==> src/rtl/swc_pkg.sv <==
package swc_pkg;
  typedef enum logic [1:0] {
    ST_RUN  = 2'd0,
    ST_STOP = 2'd1,
    ST_WARM = 2'd2
  } swc_state_e;

  typedef enum logic [1:0] {
    GEAR_DIV4 = 2'd0,
    GEAR_DIV2 = 2'd1,
    GEAR_FULL = 2'd2,
    GEAR_FULL_ALT = 2'd3
  } gear_e;

  typedef struct packed {
    logic stop;
    logic lvl_wake;
    logic hold_out;
    logic slow_src;
  } ctl_t;

  localparam logic [3:0] CTL_LOW_NIBBLE = 4'b1000;
  localparam int GEAR_FRAME_W = 2;
  localparam int LF_DIV_W = 2;
endpackage

==> src/rtl/swc_ctrl_fsm.sv <==
module swc_ctrl_fsm
  import swc_pkg::*;
#(
  parameter int WU_W = 16
) (
  input  logic            clk,
  input  logic            rst_n,
  input  logic            reg_wr,
  input  logic [3:0]      wr_ctl,
  input  logic            wake_in,
  input  logic [WU_W-1:0] wu_load,
  output ctl_t            ctl,
  output logic            run,
  output logic            wu_irq
);
  swc_state_e      state;
  logic [WU_W-1:0] wu_cnt;
  logic            wake_q;
  logic            release_hit;

  // level mode: any high cycle; edge mode: high now after low before
  assign release_hit = ctl.lvl_wake ? wake_in : (wake_in && !wake_q);
  assign run = (state == ST_RUN);

  always_ff @(posedge clk) begin
    if (!rst_n) begin
      state  <= ST_RUN;
      ctl    <= '0;
      wu_cnt <= '0;
      wake_q <= 1'b0;
      wu_irq <= 1'b0;
    end else begin
      wake_q <= wake_in;
      wu_irq <= 1'b0;
      case (state)
        ST_RUN: begin
          if (reg_wr) begin
            ctl.lvl_wake <= wr_ctl[2];
            ctl.hold_out <= wr_ctl[1];
            ctl.slow_src <= wr_ctl[0];
            // a wake level already present cancels entry in level mode
            if (wr_ctl[3] && !(wr_ctl[2] && wake_in)) begin
              ctl.stop <= 1'b1;
              state    <= ST_STOP;
            end
          end
        end
        ST_STOP: begin
          if (release_hit) begin
            wu_cnt <= wu_load;
            state  <= ST_WARM;
          end
        end
        ST_WARM: begin
          if (wu_cnt == '0) begin
            ctl.stop <= 1'b0;
            wu_irq   <= 1'b1;
            state    <= ST_RUN;
          end else begin
            wu_cnt <= wu_cnt - 1'b1;
          end
        end
        default: state <= ST_RUN;
      endcase
    end
  end
endmodule

==> src/rtl/swc_gear.sv <==
module swc_gear
  import swc_pkg::*;
(
  input  logic       clk,
  input  logic       rst_n,
  input  logic       run,
  input  logic [1:0] gear_sel,
  input  logic       slow_src,
  input  logic       lf_tick,
  output logic       gear_tick,
  output logic       div9_tick
);
  localparam logic [GEAR_FRAME_W-1:0] FRAME_LAST = '1;
  localparam logic [LF_DIV_W-1:0]     LF_LAST    = '1;

  logic [GEAR_FRAME_W-1:0] frame;
  logic [LF_DIV_W-1:0]     lf_cnt;
  gear_e                   ratio;
  logic                    half;

  always_ff @(posedge clk) begin
    if (!rst_n) begin
      frame  <= '0;
      lf_cnt <= '0;
      ratio  <= GEAR_FULL;
      half   <= 1'b0;
    end else if (run) begin
      frame <= frame + 1'b1;
      // ratio only changes where every ratio has just ended a period
      if (frame == FRAME_LAST) ratio <= gear_e'(gear_sel);
      if (gear_tick) half <= ~half;
      if (lf_tick) lf_cnt <= lf_cnt + 1'b1;
    end
  end

  always_comb begin
    case (ratio)
      GEAR_DIV4: gear_tick = run && (frame == FRAME_LAST);
      GEAR_DIV2: gear_tick = run && frame[0];
      default:   gear_tick = run;
    endcase
    if (slow_src) div9_tick = run && lf_tick && (lf_cnt == LF_LAST);
    else          div9_tick = gear_tick && half;
  end
endmodule

==> src/rtl/swc_port_hold.sv <==
module swc_port_hold #(
  parameter int PORT_W = 8
) (
  input  logic              clk,
  input  logic              rst_n,
  input  logic              run,
  input  logic              hold_out,
  input  logic [PORT_W-1:0] oe_in,
  input  logic [PORT_W-1:0] out_in,
  output logic [PORT_W-1:0] oe,
  output logic [PORT_W-1:0] out
);
  logic [PORT_W-1:0] oe_frz;
  logic [PORT_W-1:0] out_frz;

  // tracks the pins each running cycle; last update is the entry cycle
  always_ff @(posedge clk) begin
    if (!rst_n) begin
      oe_frz  <= '0;
      out_frz <= '0;
    end else if (run) begin
      oe_frz  <= oe_in;
      out_frz <= out_in;
    end
  end

  always_comb begin
    if (run) begin
      oe  = oe_in;
      out = out_in;
    end else begin
      oe  = hold_out ? oe_frz : '0;
      out = out_frz;
    end
  end
endmodule

==> src/rtl/stopwake_ctrl.sv <==
module stopwake_ctrl
  import swc_pkg::*;
#(
  parameter int WU_W   = 16,
  parameter int PORT_W = 8
) (
  input  logic              clk,
  input  logic              rst_n,
  input  logic              reg_wr,
  input  logic [7:0]        reg_wdata,
  output logic [7:0]        reg_rdata,
  input  logic [WU_W-1:0]   wu_load,
  input  logic              wake_in,
  input  logic [1:0]        gear_sel,
  input  logic              lf_tick,
  input  logic [PORT_W-1:0] port_oe_in,
  input  logic [PORT_W-1:0] port_out_in,
  output logic [PORT_W-1:0] port_oe,
  output logic [PORT_W-1:0] port_out,
  output logic              cpu_clk_en,
  output logic              periph_clk_en,
  output logic              gear_tick,
  output logic              div9_tick,
  output logic              wu_irq
);
  ctl_t ctl;
  logic run;
  logic wdata_unused;

  assign wdata_unused = ^reg_wdata[3:0];

  swc_ctrl_fsm #(.WU_W(WU_W)) u_fsm (
    .clk     (clk),
    .rst_n   (rst_n),
    .reg_wr  (reg_wr),
    .wr_ctl  (reg_wdata[7:4]),
    .wake_in (wake_in),
    .wu_load (wu_load),
    .ctl     (ctl),
    .run     (run),
    .wu_irq  (wu_irq)
  );

  swc_gear u_gear (
    .clk       (clk),
    .rst_n     (rst_n),
    .run       (run),
    .gear_sel  (gear_sel),
    .slow_src  (ctl.slow_src),
    .lf_tick   (lf_tick),
    .gear_tick (gear_tick),
    .div9_tick (div9_tick)
  );

  swc_port_hold #(.PORT_W(PORT_W)) u_port (
    .clk      (clk),
    .rst_n    (rst_n),
    .run      (run),
    .hold_out (ctl.hold_out),
    .oe_in    (port_oe_in),
    .out_in   (port_out_in),
    .oe       (port_oe),
    .out      (port_out)
  );

  assign cpu_clk_en    = run;
  assign periph_clk_en = run;
  assign reg_rdata     = {ctl, CTL_LOW_NIBBLE};
endmodule

==> config.mk <==
export PLATFORM = sky130hd
export DESIGN_NAME = stopwake_ctrl
export DESIGN_NICKNAME = d
export VERILOG_FILES = /design/src/rtl/swc_pkg.sv /design/src/rtl/swc_ctrl_fsm.sv /design/src/rtl/swc_gear.sv /design/src/rtl/swc_port_hold.sv /design/src/rtl/stopwake_ctrl.sv
export SDC_FILE = /design/constraint.sdc
export NUM_CORES = 1
export LEC_CHECK = 0
export ABC_AREA = 0
export BUFFER_PORTS_ARGS = -buffer_cell sky130_fd_sc_hd__buf_2
export CORE_ASPECT_RATIO = 1.25
export CORE_UTILIZATION = 50
export CTS_CLUSTER_DIAMETER = 80
export DETAILED_ROUTE_END_ITERATION = 8
export PLACE_DENSITY = 0.76
export SYNTH_ARGS = -nofsm -noshare
export SYNTH_HDL_FRONTEND = slang
export SYNTH_HIERARCHICAL = 1
export SYNTH_SLANG_ARGS = --single-unit
==> constraint.sdc <==
create_clock -name clk -period 4.05 [get_ports clk]
set_input_delay 0.2025 -clock clk [delete_from_list [all_inputs] [get_ports clk]]
set_output_delay 0.2025 -clock clk [all_outputs]
set_load 0.03 [all_outputs]
==> impl_results.md <==
* Type of element capturing the critical path: output port
* Clk slew on worst S/H paths at 0.09 ns
* Sequential power share at 0.447
* Slowest-stage cell, CP: nor2_4
* Crit start category: flop
* Yosys warning total at 6
* VDD IR max at 0.2359 mV
* DRT iter0 DRCs at 115
* Final hold viol count at 0
* Max Fanout on Critical Path at 40
* Cell Chain, Critical Path: nor2_4, nor2b_1, a22o_1, buf_2
* Core Region at 4765 um2
* DR WL/cell at 13.37 um
* Placed cells at 388
* Count of cell types in the netlist at 57
* Clk Latency, worst-skew pair at 0.30 ns
* Int Pwr at 0.0008244 W
* Worst-case clock buffer depth at 2
* Post-layout util at 0.6134
* Gr ovfl total at 0
* Final setup viols at 0
* Area of the multi-input gates at 1416 um2
* Leakage at 1.322 nW
* CTS resizes at 0
* Setup TNS at 0 ns
* HP Class: in -> reg
* P_sw at 0.0003039 W
* Sequential share of the synthesized area at 0.3758
* Final WL at 5295 um
* Clk pwr share at 0.360
* Post-route insts no fill at 396
* Status: finished, final reports clean
* Proportion of layout cells with a drive suffix above 1 at 0.2798
* Initial antenna violation count at 0
* RSZ-0062 raised after global routing: false
* Crit path time final at 2.479 ns
* Relative slew slack at 0.3141
* Number of synthesized flops with an enable pin at 0
* Switching fraction of total power at 0.2693
* Period utilization at 0.6121
* H-tree depth at 2
* Detail Route Antenna Nets at 0
* GRT Total Usage at 0.2060
* Main synth FF type: dfxtp_1
* Fillers at 439
* GPL Wtd Cong at 0.8545
* IO Pins at 76
* Max Clock Freq at 403.4 MHz
* Post-DP HPWL at 3662 um
* Chip Height at 81.12 um
* Vias per cell at 5.487
* Hold_buf cts at 0
* Largest net degree at the start of global routing at 41
* Yosys reg bits at 47
* CTS Buf Count at 5
* Vias in the first global route at 1991
* FF/Latch Area at 940.9 um2
* Global-route wire length before repair at 8493 um
* Worst path required time at 3.85 ns
* Area Overhead vs Synth at 16.74%
* Standard-cell rows at 28
* PD cells at 386.0 nW/um2
* Most frequent cells in the layout: 67 x buf_2, 47 x dfxtp_1, 23 x nand2_1
* Remaining DRCs at 0
* Ant. Diodes at 0
* Die area at 5296 um2
* Kind of critical path: reg -> out
* Cell count after synthesis at 282
* Max-Cap Viols at 0
* Crit path DAT at 2.28 ns
* Starting Density at 0.5255
* Leading cell type in the layout, fill and taps excluded: buf_2
* Critical Path Max Stage Delay at 0.81 ns
* Clock skew at 0.005332 ns
* Final net count at 385
* Worst-Margin Slew at 1.026 ns
* Slew Limit Fails at 0
* Vias post-DR at 2173
* Combinational share of power at 0.193
* # Post-CTS Setup Buffers at 0
* Clk sink count at 47
* TritonCTS clock tree: built
* Die width at 65.29 um
* Mean Syn Cell Area at 8.878 um2
* Drt pass-1 iters at 4
* Clock root buffer master: clkbuf_8
* Cell area after synthesis at 2504 um2
* Synth async-reset ratio at 0
* PortBufs at 67
-- state kept, by name (all words and copies together), names as in the netlist --
| signal | count |
|---|---|
| u_fsm/ctl | 4 |
| u_fsm/state | 2 |
| u_fsm/wake_q | 1 |
| u_fsm/wu_cnt | 16 |
| u_fsm/wu_irq | 1 |
| u_gear/frame | 2 |
| u_gear/half | 1 |
| u_gear/lf_cnt | 2 |
| u_gear/ratio | 2 |
| u_port/oe_frz | 8 |
| u_port/out_frz | 8 |
-- layer usage --
metal,GRT usage,part of all wire
met2,0.3680,0.45
met1,0.2286,0.45
met4,0.09130,0.022
met3,0.05056,0.072
met5,0,0
-- worst max-delay path: cells and delay by family, from the launching register on --
family,cells,cell delay (ns)
DFF,1,0.37
AOI/OAI and AO/OA,1,0.28
buffers and inverters,1,0.17
and+or+nand+nor,2,1.15
-- stage by stage --
step	hold WS (ns)	total power, W	setup slack [ns]	instance area, um2
after floorplan	0.3242	0.0006800	1.997	2511
after global placement	0.4360	0.0007284	1.952	2790
after global routing	0.1393	0.001184	1.395	2923
final	0.1344	0.001128	1.571	2923
after detailed placement	0.4505	0.0007331	1.908	2790
after CTS	0.1300	0.001143	1.562	2923
-- worst paths after layout --
| kind | start | endpoint | slack (ns) | cells past startpoint |
|---|---|---|---|---|
| setup / recovery | u_fsm/state[1] | port_oe[6] | 1.57 | 4 |
| hold / removal | reg_wdata[4] | u_fsm/ctl[0] | 0.13 | 3 |
| setup reg to reg | u_fsm/wu_cnt[0] | u_fsm/wu_cnt[1] | 1.93 | 7 |
| hold reg to reg | u_gear/lf_cnt[1] | u_gear/lf_cnt[1] | 0.49 | 2 |
-- cell usage after synthesis (3+ instances only) --
cell | count | area (um2)
nand3_1 | 11 | 55.05
o32ai_1 | 3 | 26.28
o21ai_0 | 4 | 20.02
o211ai_1 | 4 | 30.03
nand2_1 | 23 | 86.33
a21oi_1 | 21 | 105.1
inv_1 | 4 | 15.01
or3_1 | 4 | 25.02
o21a_1 | 4 | 30.03
nand2b_1 | 3 | 18.77
clkbuf_1 | 12 | 45.04
dfxtp_1 | 47 | 940.9
o31ai_1 | 4 | 30.03
a22o_1 | 8 | 70.07
nor2_1 | 20 | 75.07
mux2i_1 | 12 | 120.1
buf_2 | 3 | 15.01
nor4_1 | 4 | 25.02
nor2b_1 | 12 | 75.07
ha_1 | 3 | 37.54
mux2_2 | 4 | 45.04
mux2_4 | 5 | 75.07
buf_6 | 3 | 33.78
buf_4 | 5 | 37.54
a31oi_1 | 3 | 18.77
and2_1 | 13 | 81.33
a21o_1 | 3 | 22.52
-- cell type report --
class / count / share of cell area
multi-input combinational: 209 / 0.4846
sequential: 47 / 0.3219
tap: 60 / 0.02568
clock inverter: 2 / 0.02055
clock buffer: 6 / 0.02483
inverter: 4 / 0.005137
timing repair buffer: 68 / 0.1173
-- cell families after synthesis --
logic type	share of synthesized area
AO/OA/AOI/OAI	0.1964
buffers and inverters	0.06446
multiplexers	0.09595
other	0.003000
adder cells (fa/ha/maj)	0.01499
flip-flops	0.3758
AND/OR/NAND/NOR	0.2424
XOR/XNOR	0.006998
-- power by group through the flow --
| stage | logic, W | registers (W) | clock network [W] |
|---|---|---|---|
| after floorplan | 0.000164 | 0.000516 | 0 |
| after global placement | 0.000215 | 0.000514 | 0 |
| after detailed placement | 0.000218 | 0.000515 | 0 |
| after CTS | 0.000219 | 0.000505 | 0.000420 |
| after global routing | 0.000240 | 0.000508 | 0.000436 |
| final | 0.000218 | 0.000504 | 0.000406 |
Note: power is estimated with default switching activity, not from simulation.
